## config.mk

```make
export PLATFORM = sky130hd
export DESIGN_NAME = stk_branch_ctl
export DESIGN_NICKNAME = d
export VERILOG_FILES = /design/src/rtl/bcu_pkg.sv /design/src/rtl/bcu_decode.sv /design/src/rtl/bcu_target.sv /design/src/rtl/bcu_rstack.sv /design/src/rtl/stk_branch_ctl.sv
export SDC_FILE = /design/constraint.sdc
export NUM_CORES = 1
export LEC_CHECK = 0
export BUFFER_PORTS_ARGS = -buffer_cell sky130_fd_sc_hd__clkbuf_2
export CORE_MARGIN = 5
export CORE_UTILIZATION = 45
export DETAILED_ROUTE_END_ITERATION = 6
export PLACE_DENSITY = 0.64
export SYNTH_ARGS = -nofsm -noshare
export SYNTH_HDL_FRONTEND = slang
export SYNTH_SLANG_ARGS = --single-unit
```

## constraint.sdc

```tcl
create_clock -name clk -period 5.85 [get_ports clk]
set_clock_uncertainty 0.05 [all_clocks]
set_input_delay 0.8775 -clock clk [delete_from_list [all_inputs] [get_ports clk]]
set_output_delay 0.8775 -clock clk [all_outputs]
set_load 0.05 [all_outputs]
```

## src/rtl/bcu_pkg.sv

```systemverilog
package bcu_pkg;

    localparam int IP_W = 16;

    localparam logic [7:0] OP_BRC   = 8'h70;
    localparam logic [7:0] OP_BRNC  = 8'h71;
    localparam logic [7:0] OP_DBRNZ = 8'h72;
    localparam logic [7:0] OP_BRZ   = 8'h73;
    localparam logic [7:0] OP_CALLR = 8'h74;
    localparam logic [7:0] OP_BRF   = 8'h75;
    localparam logic [7:0] OP_RET   = 8'h7F;

    typedef enum logic [3:0] {
        K_SHORT, K_SHORT_Z, K_SHORT_NZ, K_REL_Z, K_REL_C, K_REL_NC,
        K_FAR, K_DEC_NZ, K_CALL, K_RETURN, K_BAD
    } kind_e;

    function automatic kind_e classify(input logic [7:0] op);
        kind_e k;
        case (op[7:4])
            4'h2: k = K_SHORT;
            4'h4: k = K_SHORT_Z;
            4'h6: k = K_SHORT_NZ;
            4'h7: begin
                case (op)
                    OP_BRC:   k = K_REL_C;
                    OP_BRNC:  k = K_REL_NC;
                    OP_DBRNZ: k = K_DEC_NZ;
                    OP_BRZ:   k = K_REL_Z;
                    OP_CALLR: k = K_CALL;
                    OP_BRF:   k = K_FAR;
                    OP_RET:   k = K_RETURN;
                    default:  k = K_BAD;
                endcase
            end
            default: k = K_BAD;
        endcase
        return k;
    endfunction

    function automatic logic [2:0] cost(input kind_e k);
        case (k)
            K_SHORT_Z, K_SHORT_NZ:                   return 3'd3;
            K_REL_Z, K_REL_C, K_REL_NC, K_FAR, K_RETURN: return 3'd4;
            K_DEC_NZ, K_CALL:                        return 3'd5;
            default:                                 return 3'd1;
        endcase
    endfunction

    function automatic logic [1:0] length(input kind_e k);
        case (k)
            K_REL_Z, K_REL_C, K_REL_NC, K_DEC_NZ, K_CALL: return 2'd2;
            K_FAR:                                        return 2'd3;
            default:                                      return 2'd1;
        endcase
    endfunction

endpackage

```

## src/rtl/bcu_decode.sv

```systemverilog
module bcu_decode
    import bcu_pkg::*;
(
    input  logic [7:0] opcode,
    input  logic [7:0] tos,
    input  logic       carry_in,
    output kind_e      kind,
    output logic       taken,
    output logic       drop,
    output logic       dec
);
    logic tos_zero;
    logic dec_zero;

    assign tos_zero = (tos == 8'd0);
    assign dec_zero = ((tos - 8'd1) == 8'd0);

    always_comb begin
        kind  = classify(opcode);
        taken = 1'b0;
        drop  = 1'b0;
        dec   = 1'b0;
        case (kind)
            K_SHORT:    taken = 1'b1;
            K_SHORT_Z:  begin taken = tos_zero;  drop = 1'b1; end
            K_SHORT_NZ: begin taken = !tos_zero; drop = 1'b1; end
            K_REL_Z:    begin taken = tos_zero;  drop = 1'b1; end
            K_REL_C:    taken = carry_in;
            K_REL_NC:   taken = !carry_in;
            K_FAR:      taken = 1'b1;
            K_DEC_NZ:   begin taken = !dec_zero; dec = 1'b1; drop = dec_zero; end
            K_CALL:     taken = 1'b1;
            K_RETURN:   taken = 1'b1;
            default:    taken = 1'b0;
        endcase
    end
endmodule

```

## src/rtl/bcu_target.sv

```systemverilog
module bcu_target
    import bcu_pkg::*;
(
    input  logic [IP_W-1:0] ip,
    input  kind_e           kind,
    input  logic            taken,
    input  logic [3:0]      nib,
    input  logic [7:0]      opnd_a,
    input  logic [7:0]      opnd_b,
    input  logic [IP_W-1:0] ret_word,
    output logic [IP_W-1:0] seq_ip,
    output logic [IP_W-1:0] target
);
    logic [IP_W-1:0] short_dst;
    logic [IP_W-1:0] rel8_dst;
    logic [IP_W-1:0] far_dst;

    assign seq_ip    = ip + IP_W'(length(kind));
    assign short_dst = ip + IP_W'(nib) + IP_W'(1);
    assign rel8_dst  = ip + IP_W'(2) + {{(IP_W-8){opnd_a[7]}}, opnd_a};
    assign far_dst   = ip + IP_W'(3) + {opnd_a, opnd_b};

    always_comb begin
        target = seq_ip;
        if (taken) begin
            case (kind)
                K_SHORT, K_SHORT_Z, K_SHORT_NZ:            target = short_dst;
                K_REL_Z, K_REL_C, K_REL_NC, K_DEC_NZ, K_CALL: target = rel8_dst;
                K_FAR:                                     target = far_dst;
                K_RETURN:                                  target = ret_word;
                default:                                   target = seq_ip;
            endcase
        end
    end
endmodule

```

## src/rtl/bcu_rstack.sv

```systemverilog
module bcu_rstack
    import bcu_pkg::*;
#(
    parameter int RS_AW = 5
) (
    input  logic             clk,
    input  logic             rst,
    input  logic             push,
    input  logic             pop,
    input  logic [IP_W-1:0]  push_word,
    output logic [RS_AW-1:0] ptr,
    output logic [RS_AW-1:0] wr_base,
    output logic [IP_W-1:0]  top_word
);
    localparam int DEPTH = 1 << RS_AW;
    localparam int BYTES = IP_W / 8;

    logic [7:0] mem [DEPTH];

    assign wr_base = ptr - RS_AW'(BYTES);

    always_comb begin
        top_word = '0;
        for (int b = 0; b < BYTES; b++)
            top_word[IP_W-1-8*b -: 8] = mem[ptr + RS_AW'(b)];
    end

    always_ff @(posedge clk) begin
        if (push) begin
            for (int b = 0; b < BYTES; b++)
                mem[wr_base + RS_AW'(b)] <= push_word[IP_W-1-8*b -: 8];
        end
    end

    always_ff @(posedge clk) begin
        if (rst)       ptr <= '0;
        else if (push) ptr <= wr_base;
        else if (pop)  ptr <= ptr + RS_AW'(BYTES);
    end

    a_r7_push_lowers_ptr: assert property (@(posedge clk) disable iff (rst)
        push |=> ptr == $past(ptr) - RS_AW'(BYTES));
    a_r8_pop_raises_ptr: assert property (@(posedge clk) disable iff (rst)
        pop |=> ptr == $past(ptr) + RS_AW'(BYTES));
    a_r10_idle_holds_ptr: assert property (@(posedge clk) disable iff (rst)
        (!push && !pop) |=> $stable(ptr));
    always_comb a_r8_single_op: assert (!(push && pop));
endmodule

```

## src/rtl/stk_branch_ctl.sv

```systemverilog
module stk_branch_ctl
    import bcu_pkg::*;
#(
    parameter int RS_AW = 5
) (
    input  logic             clk,
    input  logic             rst,
    input  logic             in_valid,
    input  logic [15:0]      ip_in,
    input  logic [7:0]       opcode,
    input  logic [7:0]       opnd_a,
    input  logic [7:0]       opnd_b,
    input  logic [7:0]       tos,
    input  logic             carry_in,
    output logic             out_valid,
    output logic [15:0]      next_ip,
    output logic             drop_tos,
    output logic             dec_tos,
    output logic             illegal_op,
    output logic [2:0]       cycles,
    output logic             rs_we,
    output logic [RS_AW-1:0] rs_waddr,
    output logic [15:0]      rs_wdata,
    output logic [RS_AW-1:0] rs_ptr
);
    kind_e            kind;
    logic             taken, drop, dec;
    logic [IP_W-1:0]  seq_ip, target, ret_word;
    logic [RS_AW-1:0] wr_base;
    logic             do_push, do_pop;

    bcu_decode u_dec (
        .opcode(opcode), .tos(tos), .carry_in(carry_in),
        .kind(kind), .taken(taken), .drop(drop), .dec(dec)
    );

    bcu_target u_tgt (
        .ip(ip_in), .kind(kind), .taken(taken), .nib(opcode[3:0]),
        .opnd_a(opnd_a), .opnd_b(opnd_b), .ret_word(ret_word),
        .seq_ip(seq_ip), .target(target)
    );

    assign do_push = in_valid && (kind == K_CALL);
    assign do_pop  = in_valid && (kind == K_RETURN);

    bcu_rstack #(.RS_AW(RS_AW)) u_rs (
        .clk(clk), .rst(rst), .push(do_push), .pop(do_pop),
        .push_word(seq_ip), .ptr(rs_ptr), .wr_base(wr_base),
        .top_word(ret_word)
    );

    always_ff @(posedge clk) begin
        if (rst) begin
            out_valid  <= 1'b0;
            next_ip    <= '0;
            drop_tos   <= 1'b0;
            dec_tos    <= 1'b0;
            illegal_op <= 1'b0;
            cycles     <= '0;
            rs_we      <= 1'b0;
            rs_waddr   <= '0;
            rs_wdata   <= '0;
        end else begin
            out_valid  <= in_valid;
            next_ip    <= in_valid ? target : next_ip;
            drop_tos   <= in_valid && drop;
            dec_tos    <= in_valid && dec;
            illegal_op <= in_valid && (kind == K_BAD);
            cycles     <= in_valid ? cost(kind) : 3'd0;
            rs_we      <= do_push;
            rs_waddr   <= do_push ? wr_base : '0;
            rs_wdata   <= do_push ? seq_ip : '0;
        end
    end

    a_r9_illegal_steps_one: assert property (@(posedge clk) disable iff (rst)
        (out_valid && illegal_op) |-> (next_ip == $past(ip_in) + 16'd1 && !rs_we && cycles == 3'd1));
    a_r10_result_follows_valid: assert property (@(posedge clk) disable iff (rst)
        !in_valid |=> (!out_valid && !rs_we && !drop_tos && !dec_tos));
    a_r2_short_cond_drops: assert property (@(posedge clk) disable iff (rst)
        (in_valid && (opcode[7:4] == 4'h4 || opcode[7:4] == 4'h6)) |=> (drop_tos && cycles == 3'd3));
    a_r6_dec_only_loop: assert property (@(posedge clk) disable iff (rst)
        dec_tos |-> (cycles == 3'd5 && !rs_we));
    a_r7_write_below_ptr: assert property (@(posedge clk) disable iff (rst)
        rs_we |-> (rs_waddr == rs_ptr && rs_wdata == $past(ip_in) + 16'd2));
    a_r1_short_no_stack_effect: assert property (@(posedge clk) disable iff (rst)
        (in_valid && opcode[7:4] == 4'h2) |=> (!drop_tos && !dec_tos && cycles == 3'd1));
endmodule

```

---- Word-level counts from Yosys, hierarchy flattened ----
Memory sizes are Yosys's and may differ from the RTL's. A register that Yosys moved wholly into a read port is not among the register bits.
Cells that the tools add are included.
word-level totals
  memories kept ........................... 2
  input port bits ......................... 52
  memory bits (writable) .................. 256
  memory bits (read-only) ................. 48
  bits in registers ....................... 47
  output and inout bits ................... 50
  logic and storage cells ................. 79
memory list
  memory            words  width  rd ports  clocked after Yosys merged registers in  wr ports  line              RTL
  u_rs.mem          32     8      2         1                                        2         bcu_rstack.sv:18  logic [7:0] mem [DEPTH];
  (name not given)  16     3      1         1                                        0         bcu_pkg.sv:42     case (k)
operators by class
  equality and inequality tests ........... 21
  mux-type cells .......................... 14
  reduce and logical (&&, ||, !) cells .... 19
  bitwise gates (word level) .............. 2
  add/sub/neg operators ................... 12
operators by type and width
  operator                                                               number
  16-bit one-hot mux with 4 select lines                                 1
  8-bit by 7-bit equality test with 1-bit output, second input constant  7
  16-bit adder                                                           2
  16-bit by 2-bit adder with 16-bit output, second input constant        2
  4-bit by 3-bit equality test with 1-bit output, second input constant  7
  4-bit one-hot mux with 7 select lines                                  1
  5-bit two-way mux                                                      4
  16-bit by 1-bit adder with 16-bit output, second input constant        1
  16-bit by 2-bit adder with 16-bit output                               1
  16-bit by 4-bit adder with 16-bit output                               1
  8-bit logical NOT                                                      2
  16-bit two-way mux                                                     1
  4-bit one-hot mux with 4 select lines                                  1
  4-bit by 2-bit equality test with 1-bit output, second input constant  3
  4-bit equality test, second input constant                             3
  5-bit by 1-bit adder with 5-bit output, second input constant          2
  8-bit by 1-bit subtractor with 8-bit output, second input constant     1
  1-bit one-hot mux with 6 select lines                                  1
  2-bit OR reduction                                                     3
  3-bit OR reduction                                                     2
  5-bit by 2-bit adder with 5-bit output, second input constant          1
  1-bit logical AND                                                      5
  5-bit OR reduction                                                     1
  5-bit by 2-bit subtractor with 5-bit output, second input constant     1
  9 further kinds                                                        14

---- Longest topological paths before layout ----
Gate-level depths: netlist of the first run.
  depth after elaboration ................. 9
  depth in mapped cells ................... 22
  depth with buffers taken out ............ 19

---- By module ----
From an unflattened synthesis of the first run, not the netlist that was laid out.
second synthesis, totals
  cell total of the unflattened synthesis .. 1205
  area total of the unflattened synthesis .. 16728.5 sq um
modules (own cells, without submodules)
  module          area each (sq um)  seq. area each (sq um)  instances  cells an instance
  bcu_rstack      11796.3            7847.5                  1          627
  bcu_target      2989.1             0.0                     1          407
  stk_branch_ctl  1624.1             900.9                   1          130
  bcu_decode      319.1              0.0                     1          41

---- Least setup slack after synthesis of the first run ----
Ideal clock, no wire load.
  path type ............................... input -> register
  from .................................... in opcode[0]
  to ...................................... mem u_rs.mem[23][0], data pin
  cell stages on the path ................. 20
  slack ................................... 0.615 ns
  required time ........................... 5.540 ns
  arrival ................................. 4.925 ns
  library setup time ...................... 0.260 ns
  buffers on the path ..................... 3
  cells stage by stage .................... buf_6 a211o_1 nand2_1 nand4_1 o21ai_0 nand2b_1 inv_1 ha_1 and2_1 a221o_1 clkbuf_1 clkbuf_1 nand2_1 ha_1 fa_1 nand3_1 nor2_1 xnor2_1 clkinv_1 mux2_2
RTL lines
  item                line                  RTL
  start: declaration  stk_branch_ctl.sv:10  input logic [7:0] opcode,
  end: declaration    bcu_rstack.sv:18

==> results of run 1 <==
[path summary, 6_finish.rpt]
check / endpoint / slack, ns / cells past startpoint
min: next_ip[2] / 0.43 / 2
min reg2reg: next_ip[2] / 0.43 / 2
max reg2reg: next_ip[12] / 2.66 / 7
max: u_rs.mem[22][7] / 0.97 / 17
[where the power goes]
group / internal (mW) / total, mW / leakage (nW) / switching [mW]
sequential: 2.40 / 2.41 / 2.73 / 0.0161
combinational: 0.256 / 0.695 / 3.64 / 0.438
clock: 1.25 / 2.11 / 0.533 / 0.861
total: 3.90 / 5.22 / 6.89 / 1.32
[cells by family after synthesis]
| family | Yosys count | synth area share (%) |
|---|---|---|
| and+or+nand+nor | 251 | 7.546 |
| DFF | 308 | 54.32 |
| xor gates and xnor gates | 60 | 3.271 |
| buffers and inverters | 117 | 3.099 |
| muxes | 196 | 17.98 |
| AOI/OAI and AO/OA | 180 | 7.733 |
| adders and majority gates | 75 | 6.027 |
| other | 1 | 0.02334 |
[cell usage after synthesis, types with 26 or more instances]
cell | count | share of area (%)
inv_1 | 37 | 0.86
mux2i_1 | 106 | 6.6
a21oi_1 | 49 | 1.5
nand2_1 | 55 | 1.3
xnor2_1 | 34 | 1.9
nand3_1 | 27 | 0.84
dfxtp_1 | 52 | 6.5
xor2_1 | 26 | 1.4
o21ai_0 | 28 | 0.87
nor2_1 | 85 | 2.0
clkbuf_1 | 53 | 1.2
mux4_2 | 72 | 10
ha_1 | 71 | 5.5
edfxtp_1 | 256 | 48
[per-stage QoR]
stage	cells	hold slack, ns	area (µm²)	total power [mW]	worst slack (ns)
finish	1778	0.4329	18290	5.218	0.9677
global route	1778	0.4735	18290	5.424	0.5535
detailed placement	1717	0.4242	17200	3.145	0.4912
floorplan	1189	0.6356	16070	2.949	0.6149
CTS	1778	0.4317	18290	5.251	0.9953
global placement	1717	0.4205	17200	3.140	0.5726
[cell type report]
| type | instances | area share, % |
|---|---|---|
| repair buffers | 145 | 4.596 |
| clock buffers | 45 | 5.041 |
| well taps | 461 | 3.153 |
| flip-flops and latches | 308 | 47.74 |
| multi-input cells | 764 | 37.72 |
| inverters | 39 | 0.8003 |
| clock inverters | 16 | 0.9508 |
[flip-flops by register name, summed over array words and instances, names as in the netlist, named ones only]
signal,cells
u_rs.mem,256
rs_wdata,16
rs_we,1
drop_tos,1
illegal_op,1
dec_tos,1
u_rs.ptr,4
out_valid,1
next_ip,16
cycles,3
rs_waddr,4
[per-layer routing]
| layer | up-vias | track usage [%] | share of wire, % |
|---|---|---|---|
| met5 | - | 0 | 0 |
| met3 | 69 | 3.150 | 6.7 |
| li1 | 4779 | - | - |
| met1 | 5258 | 30.67 | 44 |
| met2 | 410 | 35.11 | 47 |
| met4 | 0 | 5.471 | 2.4 |
[critical path: cells and delay by family]
family / cells / cell delay (ns)
AOI/OAI and AO/OA: 4 / 0.73
adders and majority gates: 2 / 0.56
and+or+nand+nor: 7 / 1.18
buffers and inverters: 3 / 0.73
xor gates and xnor gates: 1 / 0.85
==> impl_metrics.ini, run 1 <==
[sta]
fmax_ghz = 0.2048
rsz0062_at_grt = false
relSlewSlack_pct = 25.42
maxSlewViolCount = 0
finalCritPeriodShare_pct = 83.46
setup_viol = 0
finalHoldViolCount = 0
worst_pin_slew_ns = 1.113
period_needed_ns = 4.882
timing.setup.tns_ns = 0

[cts]
clkLatencyLatePin_ns = 0.51
cts_sinks = 308
cts_made_buffers = 34
cts_tree = done
clkTransAtPathRegs_ns = 0.06
ctsResizeCount = 0
ctsHtreeMaxLevel = 2
root_buffer = clkbuf_16
hold_buffers = 0
cts_setup_buffers = 0
clock_path_buffers = 3

[synth]
yosysWarnings = 0
synth_seq_cells = 308
synth_cell_types = 77
synth_area_per_cell_um2 = 13.53
synth-main-ff-cell = edfxtp_1
async_reset_ff_share_pct = 0
netlist_area_um2 = 16070
synth-edff-count = 256
seq_area_frac_synth_pct = 54.32
synthCells = 1188

[drt]
first_pass_iters = 5
num_vias = 10520
routedWlPerCell_um = 24.05
first_iter_violations = 966
drc = 0
wl_um = 42760
vias_per_cell = 5.915
postRouteAntennaNets = 0

[finish]
finalNetCount = 1419
fin_util_pct = 51.68
n_antenna_cell = 0
area_delta_synth_final_pct = 13.84
multi_input_area_um2 = 6900
fill_cells = 3003
drive_gt1_share_pct = 23.69
register_area_um2 = 8732
final_common_cell = edfxtp_1
final_cell_mix = 256 x edfxtp_1, 106 x mux2i_1, 99 x clkbuf_2

[critical_path]
critical_path_required_ns = 5.91
critPathKind = input pin to register
worstPathCellList = clkbuf_2 > nor2_1 > o21ai_0 > nand2_1 > nand3_1 > o21ai_0 > and3b_1 > inv_1 > ha_1 > a221o_1 > nand2b_1 > ha_1 > a21o_1 > nand4_1 > nor3_1 > xnor2_2 > inv_1
startpoint_type = input pin
cpPeakStageDelay_ns = 0.85
critPathMaxFanout = 19
critPathLaunch = opcode[3]
crit_slowest_cell = xnor2_2
cp.arrival_ns = 4.95
critPathCaptureType = register

[power]
p_per_area_nw_per_um2 = 285.2
leakage_nw = 6.894
max-vdd-ir-drop_mv = 0.1670

[floorplan]
die_w_um = 199.0
rows = 69
fp.coreArea_um2 = 35400
ios = 102
die_area_um2 = 39590
die_h_um = 199.0
start_util_pct = 45.39

[global_routing]
antenna_found_initial = 0
grt_max_degree = 43
grt_overflow = 0
grt_util_all_layers_pct = 21.53
grt_pass1_wl_um = 64410
grt_pass1_vias = 10400

[outcome]
status = complete, no violations

[placed_design]
port_buffers = 99
place_hpwl_um = 28540
gp_congestion = 0.8560

[flow_run]
cap_viol_max_count = 0

[hold_path]
min_from = next_ip[2]
hold_path_class = register to register
(Power assumes the default switching activity.)
==> run 2, diff against run 1 <==
==> constraint.sdc (replaced) <==
create_clock -name clk -period 5 [get_ports clk]
set_clock_uncertainty 0.05 [all_clocks]
set_input_delay 0.75 -clock clk [delete_from_list [all_inputs] [get_ports clk]]
set_output_delay 0.75 -clock clk [all_outputs]
set_load 0.05 [all_outputs]
==> impl_metrics.ini, run 2 (synthesis gave the netlist of run 1 again) <==
[cts]
cts_tree = done
cts_made_buffers = 31
clkTransAtPathRegs_ns = 0.06
clock_path_buffers = 3
ctsResizeCount = 0
cts_sinks = 308
ctsHtreeMaxLevel = 1
cts_setup_buffers = 0
hold_buffers = 0
root_buffer = clkbuf_16
clkLatencyLatePin_ns = 0.57

[global_routing]
grt_overflow = 0
grt_util_all_layers_pct = 21.80
grt_pass1_wl_um = 65410
grt_pass1_vias = 10560
grt_max_degree = 43
antenna_found_initial = 0

[drt]
wl_um = 43430
first_pass_iters = 5
routedWlPerCell_um = 24.32
postRouteAntennaNets = 0
first_iter_violations = 838
num_vias = 10730
vias_per_cell = 6.006
drc = 0

[power]
max-vdd-ir-drop_mv = 0.2615
intPower_mw = 4.439
power.total_mw = 5.944
seq_power_share_pct = 47.6
p_switching_mw = 1.505
p_clk_share_pct = 38.7
p_per_area_nw_per_um2 = 324.2
p_comb_share_pct = 13.7
leakage_nw = 6.926
swShare_pct = 25.32

[floorplan]
die_w_um = 199.0
rows = 69
die_h_um = 199.0
start_util_pct = 45.39
ios = 102
fp.coreArea_um2 = 35400
die_area_um2 = 39590

[critical_path]
crit_family = simple AND/OR/NAND/NOR gates
critPathKind = input pin to register
cp_num_cells = 17
worstPathCellList = clkbuf_2 > nand4_1 > nand2_1 > nand4_1 > o21ai_0 > nand2b_1 > inv_1 > ha_1 > and2_1 > a221o_1 > nand2b_1 > ha_1 > a21o_1 > nand4_1 > nor3_1 > xnor2_2 > inv_1
crit_slowest_cell = xnor2_2
critPathCaptureType = register
cp.arrival_ns = 4.62
critPathMaxFanout = 19
cpPeakStageDelay_ns = 0.75
crit_end = u_rs.mem[2][7]
critical_path_required_ns = 5.13
crit_buf_inv = 3
critPathLaunch = opcode[0]
r2r_cells = 6
r2r-end = next_ip[12]
startpoint_type = input pin
critPathMostFrequentCell = nand4_1
reg2reg_slack_ns = 1.94

[finish]
area_delta_synth_final_pct = 14.09
final_cell_mix = 256 x edfxtp_1, 106 x mux2i_1, 99 x clkbuf_2
final_common_cell = edfxtp_1
regMostFlops = u_rs.mem
n_antenna_cell = 0
post-route-cell-area_um2 = 18330
largest_register_ffs = 256
drive_gt1_share_pct = 24.45
fill_cells = 2963
finalNetCount = 1430
fin_util_pct = 51.79
reg_top3 = u_rs.mem x256, next_ip x16, rs_wdata x16

[placed_design]
place_hpwl_um = 29440
dpl_cell_area_um2 = 17340
place_ws_ns = -0.04407
gp_congestion = 0.8279
port_buffers = 99

[sta]
period_needed_ns = 4.488
layout_setup_ws_ns = 0.5123
rsz0062_at_grt = false
worst_pin_slew_ns = 0.9922
relSlewSlack_pct = 33.76
fmax_ghz = 0.2228
finalCritPeriodShare_pct = 89.75
setup_viol = 0
maxSlewViolCount = 0
finalHoldViolCount = 0

[flow_run]
cap_viol_max_count = 0

[hold_path]
hold_path_class = register to register

[outcome]
status = complete, no violations
## run 2: cell types whose count changed in the layout (fill, tap and decap cells not counted)
cell / previous run / this run
buf_12: 0 / 3
buf_4: 46 / 57
bufinv_16: 3 / 4
clkbuf_1: 8 / 4
clkbuf_16: 34 / 31
clkbuf_8: 3 / 0
clkinv_2: 3 / 8
clkinv_8: 1 / 0
clkinvlp_4: 1 / 2
inv_6: 3 / 1
## run 2: layer usage
metal  track usage, %  vias to the layer above  wire length (µm)
li1                 -                     4809                 -
met1            30.43                     5424             18390
met2            36.62                      420             21030
met3            2.812                       73              3111
met4            5.344                        0               897
met5                0                        -                 0
## run 2: final cells by class
| cell class | count | area, µm² | area share, % |
|---|---|---|---|
| Sequential cell | 308 | 8732 | 47.63 |
| Multi-Input combinational cell | 764 | 6900 | 37.64 |
| Timing Repair Buffer | 159 | 983.4 | 5.364 |
| Clock buffer | 35 | 790.8 | 4.313 |
| Tap cell | 461 | 576.8 | 3.146 |
| Clock inverter | 20 | 201.4 | 1.099 |
| Inverter | 39 | 147.6 | 0.8054 |
## run 2: worst min-delay path by stage
| stage | from | endpoint | cells past startpoint | slack [ns] |
|---|---|---|---|---|
| 2_1_floorplan | next_ip[3] | next_ip[3] | 2 | 0.64 |
| 3_3_place_gp | next_ip[3] | next_ip[3] | 2 | 0.42 |
| 3_5_place_dp | next_ip[3] | next_ip[3] | 2 | 0.43 |
| 4_1_cts | next_ip[2] | next_ip[2] | 2 | 0.44 |
| 5_1_grt | next_ip[3] | next_ip[3] | 2 | 0.46 |
| 6_report | next_ip[3] | next_ip[3] | 2 | 0.43 |
## run 2: per-stage QoR
stage,std cells,setup TNS [ns],hold WS [ns]
2_1_floorplan,1189,0,0.6356
3_3_place_gp,1731,0,0.4232
3_5_place_dp,1731,-0.7006,0.4266
4_1_cts,1786,0,0.4367
5_1_grt,1786,0,0.4583
6_report,1786,0,0.4329
## run 2: power groups by stage
stage | combinational (mW) | clock (mW) | sequential (mW)
after floorplan | 0.525 | 0 | 2.93
after global placement | 0.796 | 0 | 2.88
after detailed placement | 0.805 | 0 | 2.88
after CTS | 0.810 | 2.34 | 2.83
after global routing | 0.880 | 2.45 | 2.83
final | 0.813 | 2.30 | 2.83
## run 2: tightest hold or removal path, cell delays in order, from the launching register on
cell and delay [ns]:
dfxtp_1 0.32, nand2_1 0.06, a21oi_1 0.05
==> run 3, diff against run 2 <==
--- a/config.mk
+++ b/config.mk
@@ -10,6 +10,7 @@
 export CORE_UTILIZATION = 45
 export DETAILED_ROUTE_END_ITERATION = 6
 export PLACE_DENSITY = 0.64
+export REMOVE_ABC_BUFFERS = 1
 export SYNTH_ARGS = -nofsm -noshare
 export SYNTH_HDL_FRONTEND = slang
 export SYNTH_SLANG_ARGS = --single-unit
==> impl_metrics.ini, run 3 (synthesis gave the netlist of run 1 again) <==
[floorplan]
start_util_pct = 45.39
rows = 69
die_area_um2 = 39590
ios = 102
die_w_um = 199.0
fp.coreArea_um2 = 35400
die_h_um = 199.0

[drt]
first_iter_violations = 816
vias_per_cell = 5.987
postRouteAntennaNets = 0
routedWlPerCell_um = 24.88
num_vias = 10700
drc = 0
wl_um = 44470
first_pass_iters = 5

[sta]
relSlewSlack_pct = 29.18
finalHoldViolCount = 0
worst_pin_slew_ns = 1.057
period_needed_ns = 4.523
rsz0062_at_grt = false
finalCritPeriodShare_pct = 90.45
fmax_ghz = 0.2211
timing.setup.tns_ns = 0
layout_setup_ws_ns = 0.4774
setup_viol = 0
whs_ns = 0.4303
maxSlewViolCount = 0

[critical_path]
critPathMaxFanout = 19
crit_slowest_cell = xnor2_2
startpoint_type = input pin
worstPathCellList = clkbuf_2 > a211o_1 > nand2_1 > nand4_1 > o21ai_0 > nand2b_1 > ha_1 > a221o_1 > nand2b_1 > ha_1 > a21o_1 > nand4_1 > nor3_1 > xnor2_2 > inv_1
critPathKind = input pin to register
critPathCaptureType = register
cpPeakStageDelay_ns = 0.82
critical_path_required_ns = 5.08
cp.arrival_ns = 4.60

[power]
p_per_area_nw_per_um2 = 326.4
leakage_nw = 6.934
max-vdd-ir-drop_mv = 0.2926
p_switching_mw = 1.527
p_clk_share_pct = 39.2
swShare_pct = 25.49
seq_power_share_pct = 47.2
power.total_mw = 5.990
intPower_mw = 4.464
p_comb_share_pct = 13.6

[placed_design]
gp_congestion = 0.8586
placed_cells = 1732
port_buffers = 99
place_ws_ns = -0.04003
place_hpwl_um = 30110

[hold_path]
hold_path_class = register to register

[cts]
clkLatencyLatePin_ns = 0.52
cts_tree = done
root_buffer = clkbuf_16
cts_made_buffers = 34
cts_setup_buffers = 0
hold_buffers = 0
ctsResizeCount = 0
cts_sinks = 308
ctsHtreeMaxLevel = 2
clock_path_buffers = 3
clkTransAtPathRegs_ns = 0.05

[flow_run]
cap_viol_max_count = 0

[global_routing]
grt_pass1_vias = 10620
grt_overflow = 0
antenna_found_initial = 0
grt_max_degree = 29
grt_pass1_wl_um = 66400
grt_util_all_layers_pct = 22.29

[finish]
n_antenna_cell = 0
final_cell_mix = 256 x edfxtp_1, 106 x mux2i_1, 99 x clkbuf_2
reg_top3 = u_rs.mem x256, next_ip x16, rs_wdata x16
finalNetCount = 1434
instances_no_fill = 1787
final_common_cell = edfxtp_1
drive_gt1_share_pct = 24.28
area_delta_synth_final_pct = 14.21
regMostFlops = u_rs.mem
largest_register_ffs = 256

[outcome]
status = complete, no violations
-- run 3: cell types whose count changed in the layout (fill, tap and decap cells not counted) --
| cell | delta |
|---|---|
| clkinv_2 | -5 |
| clkbuf_16 | +4 |
| bufinv_16 | -3 |
| clkbuf_1 | +2 |
| clkbuf_8 | +2 |
| buf_4 | +1 |
| clkinv_1 | -1 |
| clkinv_4 | +1 |
| clkinvlp_4 | -1 |
| inv_6 | +1 |
| xnor2_1 | +1 |
| xnor2_2 | -1 |
| xor2_1 | +1 |
| xor2_2 | -1 |
-- run 3: critical path, delay by kind of cell --
kind	cells	cell delay [ns]
buf+inv	2	0.61
simple gates	6	0.78
xor+xnor	1	0.82
fa+ha+maj	2	0.61
compound gates	4	1.03
-- run 3: final timing paths --
| path | from | slack (ns) | depth (start not counted) | end |
|---|---|---|---|---|
| hold reg to reg | next_ip[3] | 0.43 | 2 | next_ip[3] |
| setup / recovery | opcode[0] | 0.48 | 15 | u_rs.mem[30][7] |
| setup reg to reg | u_rs.ptr[1] | 1.89 | 7 | u_rs.mem[19][3] |
| hold / removal | next_ip[3] | 0.43 | 2 | next_ip[3] |
-- run 3: per-stage QoR --
| step | area (µm²) | util [%] |
|---|---|---|
| after CTS | 18350 | 51.85 |
| final | 18350 | 51.85 |
| after global routing | 18350 | 51.85 |
| after detailed placement | 17330 | 48.96 |
| after floorplan | 15720 | - |
| after global placement | 17330 | 48.96 |
-- run 3: power groups by stage --
stage	sequential [mW]	clock [mW]	combinational [mW]
floorplan	2.95	0	0.475
CTS	2.83	2.39	0.811
global placement	2.88	0	0.798
finish	2.83	2.35	0.814
global route	2.83	2.49	0.884
detailed placement	2.88	0	0.805
-- run 3: layout make-up --
cell class	instances	area, µm²
multi-input cells	764	6885
clock inverters	12	93.84
well taps	461	576.8
clock buffers	43	925.9
fillers	3010	17050
inverters	39	146.4
flip-flops and latches	308	8732
repair buffers	160	991.0
-- run 3: layer usage --
layer	global-route usage, %	share of wire (%)	vias up
li1	-	-	4804
met5	0	0	-
met3	3.506	7.0	64
met1	29.67	41	5428
met2	38.03	50	403
met4	6.611	2.7	0
